## config.mk

```make
export PLATFORM = sky130hd
export DESIGN_NAME = rfb_bus_if
export DESIGN_NICKNAME = d
export VERILOG_FILES = /design/src/rtl/rfb_pkg.sv /design/src/rtl/rfb_bus_seq.sv /design/src/rtl/rfb_xfer_ctl.sv /design/src/rtl/rfb_bus_if.sv
export SDC_FILE = /design/constraint.sdc
export NUM_CORES = 1
export LEC_CHECK = 0
export ABC_AREA = 1
export BUFFER_PORTS_ARGS = -buffer_cell sky130_fd_sc_hd__buf_2
export CAP_MARGIN = 0
export CORE_ASPECT_RATIO = 0.6
export CORE_MARGIN = 2
export CORE_UTILIZATION = 25
export DETAILED_ROUTE_END_ITERATION = 16
export PLACE_DENSITY = 0.52
export SETUP_SLACK_MARGIN = 0.15
export SYNTH_ARGS = -nofsm -noshare
export SYNTH_HDL_FRONTEND = slang
export SYNTH_HIERARCHICAL = 1
export SYNTH_SLANG_ARGS = --single-unit
```

## constraint.sdc

```tcl
create_clock -name clk -period 2.2 [get_ports clk]
set_input_delay 0.44 -clock clk [delete_from_list [all_inputs] [get_ports clk]]
set_output_delay 0.44 -clock clk [all_outputs]
set_load 0.01 [all_outputs]
```

## src/rtl/rfb_pkg.sv

```systemverilog
// Shared definitions for the remote frame buffer bus interface.
// Assumes a 4-bit host word index; values outside the map read as zero.
package rfb_pkg;
    typedef enum logic [3:0] {
        RA_SYSSTAT = 4'd0,
        RA_CTRL    = 4'd1,
        RA_PIXCNT  = 4'd2,
        RA_SKIP    = 4'd3,
        RA_CMD     = 4'd4,
        RA_PARAM   = 4'd5,
        RA_DATA    = 4'd6,
        RA_RDDATA  = 4'd7,
        RA_RDSTAT  = 4'd8,
        RA_CFGA    = 4'd9,
        RA_CFGB    = 4'd10
    } rfb_reg_e;

    localparam logic [31:0] CFG_MASK  = 32'h003F_1FFF;
    localparam logic [31:0] CFG_RESET = 32'h0031_0000;
    localparam logic [3:0]  CTRL_RESET = 4'h2;
    localparam int          SKIP_W    = 11;
    localparam int          NCHIP     = 2;
endpackage

```

## src/rtl/rfb_bus_seq.sv

```systemverilog
// Bus beat sequencer: plays out one or two half-word beats for each chip
// in the mask, chip 0 first. Each beat holds the select and a strobe for
// STROBE_CLKS clocks, then has one all-low recovery clock.
// Assumes start is only pulsed while idle and with a nonzero mask.
module rfb_bus_seq #(
    parameter int STROBE_CLKS = 3
) (
    input  logic        clk,
    input  logic        rst_n,
    input  logic        start,
    input  logic [1:0]  chip_mask,
    input  logic        is_read,
    input  logic        two_halves,
    input  logic        dc_in,
    input  logic [31:0] word,
    input  logic [15:0] bus_din,
    output logic [1:0]  bus_cs,
    output logic        bus_dc,
    output logic        bus_wr,
    output logic        bus_rd,
    output logic [15:0] bus_dout,
    output logic        done,
    output logic        rx_valid,
    output logic [15:0] rx_data
);
    localparam int TW = $clog2(STROBE_CLKS + 1);
    localparam logic [TW-1:0] T_LAST = TW'(STROBE_CLKS);
    localparam logic [TW-1:0] T_CAP  = TW'(STROBE_CLKS - 1);

    logic          active_q, chip_q, half_q, read_q, two_q, dc_q;
    logic [1:0]    mask_q;
    logic [31:0]   word_q;
    logic [TW-1:0] tick_q;
    logic          strobe_on, last_beat;

    // Decode the current beat position.
    always_comb begin
        strobe_on = active_q && (tick_q < T_LAST);
        last_beat = (!two_q || half_q) && (read_q || chip_q || !mask_q[1]);
        done      = active_q && (tick_q == T_LAST) && last_beat;
        rx_valid  = strobe_on && read_q && (tick_q == T_CAP);
        rx_data   = bus_din;
    end

    // Drive the bus pins from the beat state.
    always_comb begin
        bus_cs   = strobe_on ? (chip_q ? 2'b10 : 2'b01) : 2'b00;
        bus_wr   = strobe_on && !read_q;
        bus_rd   = strobe_on && read_q;
        bus_dc   = strobe_on && dc_q;
        bus_dout = (strobe_on && !read_q) ? (half_q ? word_q[31:16] : word_q[15:0]) : 16'h0;
    end

    // Advance tick, half and chip through the beat list.
    always_ff @(posedge clk) begin
        if (!rst_n) begin
            active_q <= 1'b0;
            chip_q   <= 1'b0;
            half_q   <= 1'b0;
            read_q   <= 1'b0;
            two_q    <= 1'b0;
            dc_q     <= 1'b0;
            mask_q   <= 2'b00;
            word_q   <= 32'h0;
            tick_q   <= '0;
        end else if (start) begin
            active_q <= 1'b1;
            chip_q   <= !chip_mask[0];
            half_q   <= 1'b0;
            read_q   <= is_read;
            two_q    <= two_halves;
            dc_q     <= dc_in;
            mask_q   <= chip_mask;
            word_q   <= word;
            tick_q   <= '0;
        end else if (active_q) begin
            if (tick_q == T_LAST) begin
                tick_q <= '0;
                if (last_beat) begin
                    active_q <= 1'b0;
                end else if (two_q && !half_q) begin
                    half_q <= 1'b1;
                end else begin
                    chip_q <= 1'b1;
                    half_q <= 1'b0;
                end
            end else begin
                tick_q <= tick_q + 1'b1;
            end
        end
    end
endmodule

```

## src/rtl/rfb_xfer_ctl.sv

```systemverilog
// Frame transfer tracker: pixel counter, busy flag and frame-done pulse.
// Assumes load, step and start never coincide (they come from
// different register accesses).
module rfb_xfer_ctl #(
    parameter int PIX_W = 24
) (
    input  logic             clk,
    input  logic             rst_n,
    input  logic             cnt_load,
    input  logic [PIX_W-1:0] cnt_val,
    input  logic             step,
    input  logic             start_req,
    output logic [PIX_W-1:0] pix,
    output logic             busy,
    output logic             frame_done
);
    localparam logic [PIX_W-1:0] ONE = PIX_W'(1);

    // Update counter, busy and the completion pulse.
    always_ff @(posedge clk) begin
        if (!rst_n) begin
            pix        <= '0;
            busy       <= 1'b0;
            frame_done <= 1'b0;
        end else begin
            frame_done <= 1'b0;
            if (cnt_load) begin
                pix <= cnt_val;
            end else if (step) begin
                if (pix != '0) pix <= pix - ONE;
                if (busy && (pix <= ONE)) begin
                    busy       <= 1'b0;
                    frame_done <= 1'b1;
                end
            end else if (start_req) begin
                if (pix == '0) frame_done <= 1'b1;
                else           busy       <= 1'b1;
            end
        end
    end
endmodule

```

## src/rtl/rfb_bus_if.sv

```systemverilog
// Remote frame buffer bus interface top: host register file, access
// control and the two sub-blocks. A host access is held until
// host_ready; bus accesses stall until all beats are over.
// Assumes the host keeps its request steady until host_ready.
module rfb_bus_if
    import rfb_pkg::*;
#(
    parameter int STROBE_CLKS = 3,
    parameter int PIX_W       = 24
) (
    input  logic        clk,
    input  logic        rst_n,
    input  logic        host_sel,
    input  logic        host_wr,
    input  logic [3:0]  host_addr,
    input  logic [31:0] host_wdata,
    output logic [31:0] host_rdata,
    output logic        host_ready,
    input  logic        rfb_mode_i,
    output logic        frame_done_o,
    output logic [1:0]  bus_cs,
    output logic        bus_dc,
    output logic        bus_wr,
    output logic        bus_rd,
    output logic [15:0] bus_dout,
    input  logic [15:0] bus_din
);
    typedef enum logic [1:0] {ST_IDLE, ST_WAIT, ST_ACK} acc_st_e;

    acc_st_e           st_q;
    logic [3:0]        ctrl_q;
    logic [SKIP_W-1:0] skip_q;
    logic [31:0]       cfga_q, cfgb_q;
    logic [15:0]       rxbuf_q;
    logic              step_pend_q;

    logic              acc, bus_op, op_read, op_dc, op_two, op_steps, reg_wr;
    logic [1:0]        first_chip, eff_mask;
    logic              seq_start, seq_done, rx_valid;
    logic [15:0]       rx_data;
    logic [PIX_W-1:0]  pix_w;
    logic              busy_w, start_req;

    // Classify the requested register access.
    always_comb begin
        bus_op = 1'b0; op_read = 1'b0; op_dc = 1'b1; op_two = 1'b0; op_steps = 1'b0;
        if (host_wr) begin
            case (host_addr)
                RA_CMD:    begin bus_op = 1'b1; op_dc = 1'b0; end
                RA_PARAM:  bus_op = 1'b1;
                RA_DATA:   begin bus_op = 1'b1; op_two = 1'b1; op_steps = 1'b1; end
                RA_RDDATA: begin bus_op = 1'b1; op_read = 1'b1; op_steps = 1'b1; end
                RA_RDSTAT: begin bus_op = 1'b1; op_read = 1'b1; op_dc = 1'b0; op_steps = 1'b1; end
                default:   bus_op = 1'b0;
            endcase
        end
        acc        = host_sel && (st_q == ST_IDLE);
        reg_wr     = acc && host_wr && !bus_op;
        first_chip = ctrl_q[2] ? 2'b01 : (ctrl_q[3] ? 2'b10 : 2'b00);
        eff_mask   = op_read ? first_chip : ctrl_q[3:2];
        seq_start  = acc && bus_op && (eff_mask != 2'b00);
        host_ready = (acc && !bus_op) || (st_q == ST_ACK);
        start_req  = reg_wr && (host_addr == RA_CTRL) && host_wdata[4] && host_wdata[0]
                     && !host_wdata[1] && !busy_w && rfb_mode_i
                     && ((cfga_q[3:2] & cfgb_q[3:2]) == 2'b00);
    end

    // Access state: idle, waiting for the sequencer, acknowledge.
    always_ff @(posedge clk) begin
        if (!rst_n) begin
            st_q        <= ST_IDLE;
            step_pend_q <= 1'b0;
        end else begin
            case (st_q)
                ST_IDLE: if (acc && bus_op) begin
                    st_q        <= (eff_mask == 2'b00) ? ST_ACK : ST_WAIT;
                    step_pend_q <= op_steps;
                end
                ST_WAIT: if (seq_done) st_q <= ST_ACK;
                default: st_q <= ST_IDLE;
            endcase
        end
    end

    // Software-visible registers and the read capture buffer.
    always_ff @(posedge clk) begin
        if (!rst_n) begin
            ctrl_q  <= CTRL_RESET;
            skip_q  <= '0;
            cfga_q  <= CFG_RESET;
            cfgb_q  <= CFG_RESET;
            rxbuf_q <= 16'h0;
        end else begin
            if (rx_valid) rxbuf_q <= rx_data;
            if (reg_wr) begin
                case (host_addr)
                    RA_CTRL: ctrl_q <= host_wdata[3:0];
                    RA_SKIP: skip_q <= host_wdata[SKIP_W-1:0];
                    RA_CFGA: cfga_q <= host_wdata & CFG_MASK;
                    RA_CFGB: cfgb_q <= host_wdata & CFG_MASK;
                    default: ;
                endcase
            end
        end
    end

    // Read-back multiplexer.
    always_comb begin
        case (host_addr)
            RA_SYSSTAT: host_rdata = {23'h0, busy_w, 7'h0, 1'b1};
            RA_CTRL:    host_rdata = {28'h0, ctrl_q};
            RA_PIXCNT:  host_rdata = 32'(pix_w);
            RA_SKIP:    host_rdata = 32'(skip_q);
            RA_RDDATA,
            RA_RDSTAT:  host_rdata = {16'h0, rxbuf_q};
            RA_CFGA:    host_rdata = cfga_q;
            RA_CFGB:    host_rdata = cfgb_q;
            default:    host_rdata = 32'h0;
        endcase
    end

    rfb_bus_seq #(.STROBE_CLKS(STROBE_CLKS)) u_seq (
        .clk(clk), .rst_n(rst_n), .start(seq_start), .chip_mask(eff_mask),
        .is_read(op_read), .two_halves(op_two), .dc_in(op_dc), .word(host_wdata),
        .bus_din(bus_din), .bus_cs(bus_cs), .bus_dc(bus_dc), .bus_wr(bus_wr),
        .bus_rd(bus_rd), .bus_dout(bus_dout), .done(seq_done),
        .rx_valid(rx_valid), .rx_data(rx_data)
    );

    rfb_xfer_ctl #(.PIX_W(PIX_W)) u_xfer (
        .clk(clk), .rst_n(rst_n),
        .cnt_load(reg_wr && (host_addr == RA_PIXCNT)),
        .cnt_val(host_wdata[PIX_W-1:0]),
        .step((st_q == ST_ACK) && step_pend_q),
        .start_req(start_req), .pix(pix_w), .busy(busy_w), .frame_done(frame_done_o)
    );
endmodule

```

Yosys cells after proc, flatten, opt, wreduce, memory -nomap -nowiden

Index checks and enable logic that the tools add are counted.

Flip-flop bits (word level): 140

$add $sub $neg: 2
Order comparisons: 2
Eq/ne operators: 20
Mux-type cells: 44
Bitwise operators: 4
Reductions and logical operators: 65

Operator list:

| kind                    | count |
|---|---|
| $pmux W24 S7            | 1 |
| $mux W24                | 3 |
| $mux W16                | 2 |
| $mux W1                 | 28 |
| $logic_and A1 B1 Y1     | 25 |
| $le A24 B1 Y1 const B   | 1 |
| $logic_not A24 Y1       | 1 |
| $reduce_bool A24 Y1     | 1 |
| $sub A24 B1 Y24 const B | 1 |
| $mux W2                 | 9 |
| $eq A4 B3 Y1 const B    | 4 |
| $reduce_and A2 Y1       | 7 |
| $eq A4 B4 Y1 const B    | 3 |
| $reduce_bool A2 Y1      | 6 |
| $eq A4 B2 Y1 const B    | 2 |
| $logic_not A1 Y1        | 8 |
| $ne A2 B2 Y1 const B    | 4 |
| $reduce_and A4 Y1       | 2 |
| $reduce_or A2 Y1        | 4 |
| $eq A2 B2 Y1 const B    | 3 |
| $logic_not A2 Y1        | 3 |
| $reduce_or A5 Y1        | 1 |
| $eq A4 B1 Y1 const B    | 1 |
| $logic_not A4 Y1        | 1 |
| other kinds (10)        | 16 |

Logic depth before layout (Yosys ltp)

Depth after elaboration: 15
Depth in mapped cells: 14
Gate-level depth less buffers: 12

Hierarchy

Netlist, hierarchy kept.

Modules (own cells, without submodules):

| module       | times used | cells an instance | area each (sq um) | sequential area each (sq um) |
|---|---|---|---|---|
| rfb_bus_if   | 1          | 544               | 3603.5            | 1441.4 |
| rfb_bus_seq  | 1          | 269               | 1934.4            | 820.8 |
| rfb_xfer_ctl | 1          | 318               | 1889.3            | 520.5 |

Worst setup path before layout

OpenSTA, ideal clock, no wires.

Path type: in2reg
Start: input port host_addr[3]
End: register u_xfer.pix[11]
Library setup time: 132 ps
Data arrival time: 1986 ps
Required time: 2068 ps
Path slack: 81 ps
Cell stages on the path: 14
Path through: inv_2 > nor2_4 > nand2_1 > nand2_2 > nand2_4 > buf_2 > nand2_1 > nor3_1 > inv_1 > clkbuf_1 > nand3_1 > nand2_1 > nand2_1 > a21oi_1

Longest elaborated chain between the ends: 9
Elaborated cells on any way between the ends: 16
Those cells by class: eq/ne: 6; mux: 3; reduce/logical: 7

RTL lines:

| what                                         | RTL line           | source |
|---|---|---|
| start, declared                              | rfb_bus_if.sv:15   | `input logic [3:0] host_addr,` |
| $eq A4 B3 Y1 or $eq A4 B4 Y1 (tied branches) | rfb_bus_if.sv:48   | `case (host_addr)` |
| $reduce_or A5 Y1 (no source line)            | -                  |  |
| $mux W1                                      | rfb_bus_if.sv:48   |  |
| $mux W1                                      | rfb_bus_if.sv:47   | `if (host_wr) begin` |
| $logic_not A1 Y1                             | rfb_bus_if.sv:58   | `reg_wr = acc && host_wr && !bus_op;` |
| $logic_and A1 B1 Y1                          | rfb_bus_if.sv:58   |  |
| $logic_and A1 B1 Y1 (*)                      | rfb_bus_if.sv:132  | `.cnt_load(reg_wr && (host_addr == RA_PIXCNT)),` |
| $reduce_bool A2 Y1 (no source line)          | -                  |  |
| $reduce_and A2 Y1 (no source line)           | -                  |  |
| end signal, assigned                         | rfb_xfer_ctl.sv:28 | `pix <= cnt_val;` |
| end signal, assigned                         | rfb_xfer_ctl.sv:30 | `if (pix != '0) pix <= pix - ONE;` |
| end, declared                                | rfb_xfer_ctl.sv:13 | `output logic [PIX_W-1:0] pix,` |

Mark *: on every way between the ends. The rest lies on a longest branch, timed or not.
A chain may end at the register's enable or synchronous reset.

Final worst setup path

Start: input port host_addr[1]
End: output port host_rdata[0]

Longest elaborated chain between the ends: 3
Elaborated cells on any way between the ends: 10
Those cells by class: eq/ne: 7; mux: 1; reduce/logical: 2

RTL lines:

| what                                         | RTL line          | source |
|---|---|---|
| $eq A4 B3 Y1 or $eq A4 B4 Y1 (tied branches) | rfb_bus_if.sv:109 | `case (host_addr)` |
| $reduce_or A2 Y1 (no source line)            | -                 |  |
| $pmux W24 S7 (*)                             | rfb_bus_if.sv:109 |  |
| end, declared                                | rfb_bus_if.sv:17  | `output logic [31:0] host_rdata,` |

Marked as above.

==> results.txt <==
Status - finished, final reports clean
Hold EP - rxbuf_q[11]
Final worst slack - 145 ps
Final worst-path cycle share - 0.934
CP max-delay cell - nor3_2
CP Max Fanout - 5
Setup_tns - 0 ps
Final Max Tran Viols - 0
Die X - 227 um
Final min period - 2060 ps
DR DRC count - 0
Critical path's largest stage delay - 230 ps
Via/cell ratio - 4.75
Worst slew pin tran - 593 ps
Port bufs - 103
Fin Hold WS - 219 ps
Initial antenna violation count - 0
Final setup viols - 0
CP delay by family, top - buffers and inverters
Ports - 112
Reg area - 2790 um2
CP startpoint kind - input pin
Clock root buffer - clkbuf_16
Starting density of the core - 0.256
Synth async-reset ratio - 0
Worst R2R End - u_xfer/pix[14]
Buf+Inv Stages, Crit Path - 5
Synth warn - 6
Peak VDD IR - 0.000378 V
Multi-input logic area - 4100 um2
Critical path startpoint - host_addr[1]
WL met3 - 2310 um
Cell Pwr Density - 671 nW/um2
Register area share after synthesis - 0.375
Full die area - 31100 um2
Grt total ovfl - 0
Hold_sp - bus_din[11]
Antenna cell count - 0
Drt initial violations - 775
Cell depth of the worst hold path - 3
Synth Flop Type - dfxtp_1
Vias - 7886
DRT met1 WL - 14400 um
Crit-path cells - buf_2 > inv_2 > nand2_1 > inv_1 > nand2_4 > o21ai_0 > nor3_2 > buf_4 > nand2_1 > buf_2
Multiplexer share of the synthesized area - 0.00270
TritonCTS clock tree - built
Unrepaired setup endpoints after global routing - yes
Distinct cell type count after synthesis - 43
Drt wl/cell - 17.0 um
Finished Core Util - 0.328
Area Overhead vs Synth - 28.0%
Crit. End Element - output pin
Post-synth EDFFs - 0
DR top layer - met4
Adder-cell share of the synthesized area - 0.00842
Filler cells - 3195
Clk buf depth - 2
Final wirelength - 28200 um
R2R Path Start - u_xfer/pix[0]
Clk sinks - 139
Core ar. - 29000 um2
Crit path DAT - 1620 ps
Complex-gate fraction of the synthesized area - 0.124
Antenna viol nets, final - 0
Max Clock Skew - 16.6 ps
Reg clk slew, reported paths - 60 ps
Dpl ws - -55.8 ps
R2R cell count - 10
Vias in the first global route - 6955
Fmax - 487 MHz
Largest family of logic cells by synthesized area - simple AND/OR/NAND/NOR gates
Hold Crit Class - in -> reg
Share of cells above drive strength 1 - 0.226
Relative slew slack - 0.604
Met2 wire length - 11200 um
GRT Util Overall - 0.180
Post-synthesis simple-gate area fraction - 0.372
CTS H-tree depth - 4
Hold Vio Cnt, Final - 0
Nets - 1310
Mapped Cells - 1131
Synthesized-area fraction occupied by xor and xnor cells - 0.00708
Total CTS buffers - 17
Placer Congestion - 0.898
Pre-Repair DR Iteration Count - 5
Cell area after synthesis - 7430 um2
Hold buffers post-CTS - 0
Die Y - 138 um
R2r setup slk - 310 ps
MaxCap Viol Count - 0
Row Count - 48
Worst-Skew Late Latency - 450 ps
Worst EP required - 1760 ps
Post-Syn Area per Cell - 6.57 um2
Setup CP Type - in -> out
First-pass GRT wire length - 41600 um
Largest net degree at the start of global routing - 39
Static leakage - 4.29 nW
Synthesized flop and latch total - 139
Dpl hpwl - 20600 um
cells by family (layout without fill, tap and decap cells):
| kind of cell | Yosys count | in the layout |
|---|---|---|
| DFF | 139 | 139 |
| adders and majority gates | 5 | 5 |
| xor gates and xnor gates | 6 | 6 |
| AOI/OAI and AO/OA | 169 | 169 |
| other | 1 | 8 |
| buffers and inverters | 165 | 286 |
| muxes | 2 | 2 |
| and+or+nand+nor | 644 | 646 |
state kept, by name (all words and copies together), names as in the netlist, 2 cells and up:
name,count
skip_q,11
cfgb_q,19
rxbuf_q,16
st_q,2
ctrl_q,4
cfga_q,19
u_seq/word_q,32
u_seq/tick_q,2
u_xfer/pix,24
what timing repair did:
| action | in CTS | in global routing |
|---|---|---|
| setup buffers | 4 | 12 |
| gates cloned | 2 | 0 |
| setup endpoints to repair | 40 | 58 |
| pin swaps | 1 | 8 |
| resized for setup | 30 | 58 |
metrics by stage:
step / area (um2) / instances / power [mW]
after floorplan: 7460 / 1138 / 2.92
after global placement: 8350 / 1611 / 3.12
after detailed placement: 8350 / 1611 / 3.12
after CTS: 9200 / 1649 / 6.39
after global routing: 9510 / 1661 / 6.57
final: 9510 / 1661 / 6.38
worst max path at each step:
| stage | endpoint | slack (ps) | cells past startpoint |
|---|---|---|---|
| finish | host_rdata[0] | 140 | 10 |
| global route | host_rdata[0] | 20 | 10 |
| CTS | host_rdata[0] | 90 | 9 |
| detailed placement | host_rdata[0] | -60 | 11 |
| global placement | host_rdata[0] | -90 | 11 |
| floorplan | u_xfer/pix[12] | 210 | 13 |
worst reg2reg max path, delay by kind of cell (launching register included):
kind                     cells  cell delay (ps)
AND/OR/NAND/NOR              7              960
flip-flops                   1              360
adder cells (fa/ha/maj)      1              230
buffers and inverters        1              170
AO/OA/AOI/OAI                1              100
synth_stat cells, drive strengths merged (3+ instances only):
master / n / area share
o21ai: 78 / 0.053
buf: 57 / 0.055
nand4: 39 / 0.033
a21oi: 76 / 0.056
nor3b: 3 / 0.0037
dfxtp: 139 / 0.37
o21bai: 3 / 0.0030
clkbuf: 20 / 0.010
nor2: 231 / 0.12
ha: 5 / 0.0084
o221ai: 3 / 0.0035
a22o: 3 / 0.0035
o22ai: 4 / 0.0034
nand2: 299 / 0.16
inv: 86 / 0.044
nand3: 60 / 0.046
and3: 3 / 0.0027
nor3: 7 / 0.0047
xor2: 4 / 0.0047
final cells by class:
| cell class | instances | share of cell area |
|---|---|---|
| Inverter | 88 | 0.0378 |
| Clock inverter | 13 | 0.0222 |
| Clock buffer | 19 | 0.0466 |
| Multi-Input combinational cell | 836 | 0.432 |
| Tap cell | 400 | 0.0527 |
| Timing Repair Buffer | 166 | 0.116 |
| Sequential cell | 139 | 0.294 |
per-layer routing:
layer	vias up	track usage
li1	3850	-
met1	3764	0.274
met2	252	0.253
met3	20	0.0399
met4	0	0.0439
met5	-	0
cell usage in the layout, fill, tap and decap left out, drive strengths merged:
cell / n
inv: 88
nor3b: 3
o2111ai: 1
a21oi: 76
nand3: 60
clkbuf: 20
clkinvlp: 2
clkinv: 6
bufinv: 5
o221ai: 3
conb: 8
nand4: 39
and3: 3
o21ai: 78
xor2: 4
or2: 1
o22ai: 4
o211ai: 1
nor3: 7
xnor2: 2
buf: 165
nand3b: 1
nand2: 301
a22o: 3
mux2i: 2
dfxtp: 139
o21bai: 3
ha: 5
nor2: 231
report_power, final:
group | internal [mW] | switching (mW)
clock network | 2.05 | 1.21
logic | 0.183 | 0.382
registers | 2.53 | 0.0164
(Power assumes the default switching activity.)
